`src/rtl/pwmtim_pkg.sv`:
```
`timescale 1ns/1ps
package pwmtim_pkg;
    localparam int DATA_W = 32;
    localparam int CB_ALL = 8;

    // control word bits 7:0, run at bit 0
    typedef struct packed {
        logic chain;
        logic capt;
        logic pwm;
        logic gen;
        logic load;
        logic reload;
        logic down;
        logic run;
    } ctl_t;

    typedef enum logic [1:0] {
        SEL_CTL  = 2'd0,
        SEL_LOAD = 2'd1,
        SEL_CNT  = 2'd2,
        SEL_NONE = 2'd3
    } sel_e;

    function automatic logic pwm_ready(ctl_t c, logic chk_chain);
        return c.run && c.reload && c.gen && c.pwm && !c.load && !c.capt
               && !(chk_chain && c.chain);
    endfunction
endpackage

```
`src/rtl/pwmtim_chan.sv`:
```
`timescale 1ns/1ps
module pwmtim_chan
    import pwmtim_pkg::*;
#(
    parameter int W = 32
) (
    input  logic         clk,
    input  logic         rst,
    input  logic         wr_ctl,
    input  ctl_t         ctl_in,
    input  logic         wr_load,
    input  logic [W-1:0] load_in,
    input  logic         start_all,
    input  logic         restart,
    output ctl_t         ctl_o,
    output logic [W-1:0] load_o,
    output logic [W-1:0] cnt_o,
    output logic         wrap_o,
    output logic [W+1:0] len_o
);
    localparam logic [W+1:0] MAXV = {2'b00, {W{1'b1}}};
    localparam logic [W+1:0] TWO  = (W+2)'(2);

    ctl_t         ctl_q, ctl_n;
    logic [W-1:0] load_q, cnt_q, term;
    logic         wrap_q;

    always_comb begin
        ctl_n = wr_ctl ? ctl_in : ctl_q;
        if (start_all) ctl_n.run = 1'b1;
    end

    assign term = ctl_q.down ? '0 : '1;

    always_ff @(posedge clk) begin
        if (rst) begin
            ctl_q  <= '0;
            load_q <= '0;
            cnt_q  <= '0;
            wrap_q <= 1'b0;
        end else begin
            ctl_q <= ctl_n;
            if (wr_load) load_q <= load_in;
            if (ctl_q.load || restart) begin
                cnt_q  <= load_q;
                wrap_q <= 1'b0;
            end else if (ctl_q.run) begin
                if (wrap_q) begin
                    cnt_q  <= load_q;
                    wrap_q <= 1'b0;
                end else if (cnt_q == term) begin
                    wrap_q <= ctl_q.reload;
                end else if (ctl_q.down) begin
                    cnt_q <= cnt_q - 1'b1;
                end else begin
                    cnt_q <= cnt_q + 1'b1;
                end
            end
        end
    end

    assign ctl_o  = ctl_q;
    assign load_o = load_q;
    assign cnt_o  = cnt_q;
    assign wrap_o = wrap_q;
    assign len_o  = ctl_q.down ? ({2'b00, load_q} + TWO)
                               : (MAXV - {2'b00, load_q} + TWO);

    AST_LOAD_COPY: assert property (@(posedge clk) disable iff (rst)
        ctl_q.load |=> cnt_q == $past(load_q));

    AST_COUNT_STEP: assert property (@(posedge clk) disable iff (rst)
        (ctl_q.run && !ctl_q.load && !restart && !wrap_q && cnt_q != term)
        |=> cnt_q == ($past(ctl_q.down) ? $past(cnt_q) - 1'b1 : $past(cnt_q) + 1'b1));

    AST_HOLD_TERM: assert property (@(posedge clk) disable iff (rst)
        (ctl_q.run && !ctl_q.load && !restart && !ctl_q.reload && !wrap_q && cnt_q == term)
        |=> cnt_q == $past(cnt_q) && !wrap_q);

    AST_WRAP_RELOAD: assert property (@(posedge clk) disable iff (rst)
        (wrap_q && ctl_q.run && !ctl_q.load && !restart)
        |=> cnt_q == $past(load_q) && !wrap_q);
endmodule

```
`src/rtl/pwmtim_wave.sv`:
```
`timescale 1ns/1ps
module pwmtim_wave #(
    parameter int LW = 34
) (
    input  logic          clk,
    input  logic          rst,
    input  logic          active,
    input  logic          end0,
    input  logic          end1,
    input  logic [LW-1:0] len0,
    input  logic [LW-1:0] len1,
    output logic          pwm_o
);
    logic high_q;

    always_ff @(posedge clk) begin
        if (rst || !active) high_q <= 1'b0;
        else if (end0)      high_q <= (len1 < len0);
        else if (end1)      high_q <= 1'b0;
    end

    assign pwm_o = high_q && active;

    AST_RISE_AT_ROLL: assert property (@(posedge clk) disable iff (rst)
        $rose(pwm_o) |-> $past(end0));

    AST_DUTY_END: assert property (@(posedge clk) disable iff (rst)
        (active && end1 && !end0) |=> !pwm_o);

    AST_NO_FULL_DUTY: assert property (@(posedge clk) disable iff (rst)
        (active && end0 && !(len1 < len0)) |=> !pwm_o);
endmodule

```
`src/rtl/pwmtim_top.sv`:
```
`timescale 1ns/1ps
module pwmtim_top
    import pwmtim_pkg::*;
#(
    parameter int CNT_W  = 32,
    parameter int ADDR_W = 5
) (
    input  logic              clk,
    input  logic              rst,
    input  logic [ADDR_W-1:0] reg_addr,
    input  logic              reg_we,
    input  logic [31:0]       reg_wdata,
    output logic [31:0]       reg_rdata,
    output logic              pwm_o
);
    localparam int NCH = 2;
    localparam int LW  = CNT_W + 2;

    logic             ch_sel;
    sel_e             sel;
    logic             start_all, active, restart_w;
    ctl_t             ctl_w  [NCH];
    logic [CNT_W-1:0] load_w [NCH];
    logic [CNT_W-1:0] cnt_w  [NCH];
    logic             wrap_w [NCH];
    logic [LW-1:0]    len_w  [NCH];
    logic             unused_bits;

    assign ch_sel      = reg_addr[4];
    assign sel         = sel_e'(reg_addr[3:2]);
    assign start_all   = reg_we && sel == SEL_CTL && reg_wdata[CB_ALL];
    assign unused_bits = ^{reg_addr, reg_wdata};

    for (genvar g = 0; g < NCH; g++) begin : g_ch
        pwmtim_chan #(.W(CNT_W)) u_chan (
            .clk       (clk),
            .rst       (rst),
            .wr_ctl    (reg_we && sel == SEL_CTL && ch_sel == 1'(g)),
            .ctl_in    (ctl_t'(reg_wdata[7:0])),
            .wr_load   (reg_we && sel == SEL_LOAD && ch_sel == 1'(g)),
            .load_in   (reg_wdata[CNT_W-1:0]),
            .start_all (start_all),
            .restart   ((g == 1) ? restart_w : 1'b0),
            .ctl_o     (ctl_w[g]),
            .load_o    (load_w[g]),
            .cnt_o     (cnt_w[g]),
            .wrap_o    (wrap_w[g]),
            .len_o     (len_w[g])
        );
    end

    assign active    = pwm_ready(ctl_w[0], 1'b1) && pwm_ready(ctl_w[1], 1'b0);
    assign restart_w = active && wrap_w[0];

    pwmtim_wave #(.LW(LW)) u_wave (
        .clk    (clk),
        .rst    (rst),
        .active (active),
        .end0   (wrap_w[0]),
        .end1   (wrap_w[1]),
        .len0   (len_w[0]),
        .len1   (len_w[1]),
        .pwm_o  (pwm_o)
    );

    always_comb begin
        case (sel)
            SEL_CTL:  reg_rdata = {24'd0, ctl_w[ch_sel]};
            SEL_LOAD: reg_rdata = 32'(load_w[ch_sel]);
            SEL_CNT:  reg_rdata = 32'(cnt_w[ch_sel]);
            default:  reg_rdata = '0;
        endcase
    end

    AST_START_BOTH: assert property (@(posedge clk) disable iff (rst)
        start_all |=> ctl_w[0].run && ctl_w[1].run);
endmodule

```
`config.mk`:
```
export PLATFORM = sky130hd
export DESIGN_NAME = pwmtim_top
export DESIGN_NICKNAME = d
export VERILOG_FILES = /design/src/rtl/pwmtim_pkg.sv /design/src/rtl/pwmtim_chan.sv /design/src/rtl/pwmtim_wave.sv /design/src/rtl/pwmtim_top.sv
export SDC_FILE = /design/constraint.sdc
export NUM_CORES = 1
export LEC_CHECK = 0
export BUFFER_PORTS_ARGS = -buffer_cell sky130_fd_sc_hd__buf_2
export CORE_ASPECT_RATIO = 0.6
export CORE_MARGIN = 2
export CORE_UTILIZATION = 40
export DETAILED_ROUTE_END_ITERATION = 8
export GPL_TIMING_DRIVEN = 0
export PLACE_DENSITY_LB_ADDON = 0.08
export SETUP_SLACK_MARGIN = 0.02
export SYNTH_ARGS = -nofsm -noshare
export SYNTH_HDL_FRONTEND = slang
export SYNTH_HIERARCHICAL = 1
export SYNTH_SLANG_ARGS = --single-unit
```
`constraint.sdc`:
```
create_clock -name clk -period 3.73 [get_ports clk]
set_input_delay 0.1865 -clock clk [delete_from_list [all_inputs] [get_ports clk]]
set_output_delay 0.1865 -clock clk [all_outputs]
set_load 0.02 [all_outputs]
```
== Yosys cells after proc, flatten, opt, wreduce, memory -nomap -nowiden ==
Index checks and enable logic that the tools add are counted.
Word-level totals
  logic and storage cells: 116
  input port bits: 40
  register bits after elaboration: 147
Operators by class
  equality and inequality tests: 6
  bitwise gates (word level): 2
  add/subtract/negate cells: 10
  muxes and demuxes: 34
  magnitude comparators: 2
  reductions and logical operators: 39
Operator list (count)
  $mux 32: 18
  $pmux 32 s3: 1
  $add 34x2->34 const B: 2
  $mux 34: 2
  $add 32x2->33 const B: 2
  $sub 32x32->33 const A: 2
  $add 32x1->32 const B: 2
  $eq 32x32->1: 2
  $sub 32x1->32 const B: 2
  $lt 34x34->1: 1
  $mux 8: 3
  $logic_and 1x1->1: 21
  $mux 1: 10
  $reduce_bool 2->1: 5
  $logic_not 1->1: 6
  $ne 3x1->1 const B: 2
  $reduce_and 2->1: 2
  $reduce_or 2->1: 2
  $eq 2x1->1 const B: 1
  $eq 2x2->1 const B: 1
  $ge 2x2->1 const B: 1
  $logic_not 2->1: 1
  $logic_or 1x1->1: 2
  $not 1->2: 1
  $not 1->1: 1

== Depth between registers and ports, before layout ==
  depth in word-level cells: 11
  gate-level depth with buffers: 17

== Hierarchy ==
Netlist, hierarchy kept.
Modules (own cells, without submodules)
  pwmtim_chan (g_ch[0].u_chan): times used 1, area an instance 5781.8 µm², cells each 774
  pwmtim_chan (g_ch[1].u_chan): times used 1, area an instance 5718.0 µm², cells each 752
  pwmtim_top: times used 1, area an instance 1335.0 µm², cells each 146
  pwmtim_wave: times used 1, area an instance 889.6 µm², cells each 127

== Least setup slack after synthesis ==
Ideal clock, no wire load.
  path kind: reg-to-reg
  start point: reg g_ch[0].u_chan.ctl_q, in the netlist g_ch[0].u_chan/ctl_o[1]
  end point: reg u_wave.high_q
  setup time: 0.127 ns
  path buffers: 0
  data required time: 3.603 ns
  arrival: 3.294 ns
  stages on the path, launching flop included: 15
  slack: 0.309 ns
  cells stage by stage: dfxtp_1 -> or4_1 -> nor3_4 -> nand2_2 -> or2_4 -> nor3b_2 -> a21oi_1 -> xnor2_1 -> inv_1 -> ha_1 -> nand4_2 -> nor4_1 -> a22oi_1 -> a32oi_1 -> a31oi_1
RTL lines
  start: declaration: line pwmtim_chan.sv:24  | ctl_t ctl_q, ctl_n;
  start signal: assignment: line pwmtim_chan.sv:42  | ctl_q <= ctl_n;
  end signal: assignment: line pwmtim_wave.sv:18  | else if (end0) high_q <= (len1 < len0);
  end: declaration: line pwmtim_wave.sv:14  | logic high_q;

==> flow_summary.ini <==
[finish]
nNetsFinal = 2036
drive_gt1_share_pct = 11.8
area_delta_synth_final_pct = 12.8
n_antenna_cell = 0
final_area_um2 = 15500

[drt]
ant_nets = 0
via_per_inst = 6.01
drt_wl_total_um = 55300
wire_per_inst_um = 23.3
dr.first_iter.drc_count = 1607
vias = 14200
drc = 0
firstDrtPassIters = 5

[timing]
setup_viol = 0
tightest_slew_ns = 1.16
finalClockSkew_ns = 0.00825
rsz0062_at_grt = true
period_needed_ns = 3.71
min_period_over_period_pct = 99.4
slew_headroom_pct = 22.9
tns_ns = 0
fmax_ghz = 0.270
maxSlewViolCount = 0
hold_violations = 0

[synth]
synth_top_family_by_area = compound AO/OA/AOI/OAI gates
synth_edf_count = 0
netlist_area_um2 = 13700
synth_compound_gate_area_share_pct = 22.4
yosys.cell_types.count = 91
synth_xor_area_share_pct = 7.08
synth.avg_cell_area_um2 = 7.63
ys_seq_area_share_pct = 21.4
ys_seq_elements = 147
yosysTopAreaCell = dfxtp_1
ys_top_cells_by_count = nor2_1 (215), nand2_1 (168), a21oi_1 (158), dfxtp_1 (147), mux2i_1 (145)
synth_area_leaders = dfxtp_1 (21%), mux2i_1 (11%), ha_1 (8.8%)
synth_top_area_share_pct = 21.4
synth-main-ff-cell = dfxtp_1
yosysMostFrequentCell = nor2_1
yosys.area_share.simple_pct = 20.7
synthArstFlopShare_pct = 0
yosysWarningCount = 6
synthMuxAreaShare_pct = 11.5
synthAdderAreaFrac_pct = 9.13
netlist_instances = 1799

[pwr]
pwr-share-seq_pct = 34.4
p_leak_nw = 6.21
power_density_nw_per_um2 = 328
p_sw_share_pct = 36.1
vdd_drop_max_uv = 363
power.share.combinational_pct = 31.2
p_int_mw = 3.24
net-switching-power_mw = 1.83
clkPwrFrac_pct = 34.3

[clock_network]
insertion_delay_ns = 0.45
cts.htree.levels = 4
path_clk_slew_ns = 0.07
cts_inserted_buffers = 17
cts-root-buf = clkbuf_16
clock-sinks = 147
clockBufferDepth = 2
cts_tree = done

[worst_setup_path]
worstPathMaxFanout = 9
cp.arrival_ns = 4.03
cp-end-kind = flop
crit_type = reg -> reg
crit_required_ns = 4.05
start_kind = flop

[floorplanning]
dieArea_um2 = 35900
rows = 52
io_pins = 73
chipHeight_um = 147
die_w_um = 243
initial_core_util_pct = 40.6
core_um2 = 33800

[global_route]
grt_pass1_vias = 13100
grt_pass1_wl_um = 80700
antenna_found_initial = 0
grt.total_usage_pct = 30.1
grt_overflow = 0
grt_max_degree = 37

[placement]
port_buffers = 69
place.gp.congestion = 0.930
placed_cell_area_um2 = 14700
dp_hpwl_um = 44400

[hold_path]
hp-class = in -> reg

[outcome]
outcome = completed

[flow_run]
max_cap_viol_count = 0
==> worst paths after layout <==
path                                     to                     start  slack (ns)  cells after the start
hold reg to reg     g_ch[1].u_chan/ctl_o[7]   g_ch[1].u_chan/ctl_o[7]        0.50                      2
setup / recovery              u_wave/high_q  g_ch[1].u_chan/load_o[8]        0.02                     15
setup reg to reg              u_wave/high_q  g_ch[1].u_chan/load_o[8]        0.02                     15
hold / removal    g_ch[0].u_chan/load_o[28]             reg_wdata[28]        0.02                      3
==> power by group through the flow <==
stage	registers (mW)	clock network [mW]	logic, mW
detailed placement	1.78	0	1.49
finish	1.75	1.74	1.58
global route	1.75	1.83	1.74
global placement	1.78	0	1.47
floorplan	1.72	0	1.11
CTS	1.74	1.76	1.50
==> metrics by stage <==
stage	instances	total power, mW	setup WS [ns]	hold WS (ns)	utilization (%)
after floorplan	1803	2.83	0.309	0.333	-
after CTS	2368	5.01	0.0282	0.00325	45.4
after global routing	2369	5.32	-0.126	0.00805	45.9
after detailed placement	2331	3.27	-0.708	0.444	43.4
final	2369	5.07	0.0222	0.0160	45.9
after global placement	2331	3.25	-1.35	0.442	43.4
==> critical path, cell delays in order (launching register included) <==
cell     delay (ns)
dfxtp_1        0.34
buf_6          0.15
or4_4          0.55
or4_4          0.48
nor3_4         0.32
nand2_2        0.13
nor3_4         0.19
a21oi_1        0.11
o21ai_2        0.15
xnor2_1        0.08
ha_1           0.33
nand4_4        0.11
nor4_2         0.28
a22oi_1        0.09
a32oi_1        0.19
a31oi_1        0.06
==> final cells by class <==
cell class              instances  area [um2]
fillers                      3479       18300
multi-input cells            1445        9870
flip-flops and latches        147        2950
plain buffers                 132         748
well taps                     459         574
repair buffers                 80         488
clock buffers                  19         433
inverters                      74         280
clock inverters                13         136
==> logic make-up (layout without fill, tap and decap cells) <==
family,Yosys count,after routing
other cells,3,7
compound gates,476,476
simple gates,598,598
mux,154,154
flops,147,147
xor+xnor,111,111
buf+inv,211,318
fa+ha+maj,99,99
==> routing by layer <==
| layer | vias up | track usage, % | part of all wire [%] |
|---|---|---|---|
| met4 | 0 | 8.01 | 2.1 |
| met2 | 691 | 39.7 | 37 |
| met3 | 63 | 7.23 | 11 |
| li1 | 6705 | - | - |
| met5 | - | 0 | 0 |
| met1 | 6785 | 47.2 | 50 |
==> what timing repair did <==
| item | 4_1_cts | 5_1_grt |
|---|---|---|
| setup buffers | 2 | 6 |
| hold buffers | 3 | 0 |
| hold endpoints to repair | 6 | 0 |
| gates resized for setup | 9 | 24 |
| setup endpoints to repair | 57 | 52 |
| pin swaps | 0 | 6 |
==> layout by cell type (no fill, tap or decap), types with 9 or more instances in the layout <==
cell type and instances:
a21o_1 28, o22ai_1 28, nor3_1 32, ha_1 97, clkbuf_1 73, xnor2_1 79, and3_1 16, buf_1 10
dfxtp_1 144, a211oi_1 32, nand4_1 30, xor2_1 32, inv_1 73, a311oi_1 24, a31oi_1 17, buf_2 87
o21ai_0 63, or3_1 12, nor2_1 214, mux2i_1 145, clkbuf_2 9, nand3_1 39, o21bai_1 10, buf_4 11
nand2_1 168, o21ai_1 31, clkbuf_16 17, o21a_1 13, a21oi_1 158, nor4_1 10
==> state kept, by name, indices dropped and copies added (netlist names) <==
signal and flops:
g_ch.u_chan/ctl_o 16, g_ch.u_chan/load_o 64, g_ch.u_chan/cnt_o 64, u_wave/high_q 1, g_ch.u_chan/wrap_o 2
No activity file was read; power rests on OpenSTA's default activity.
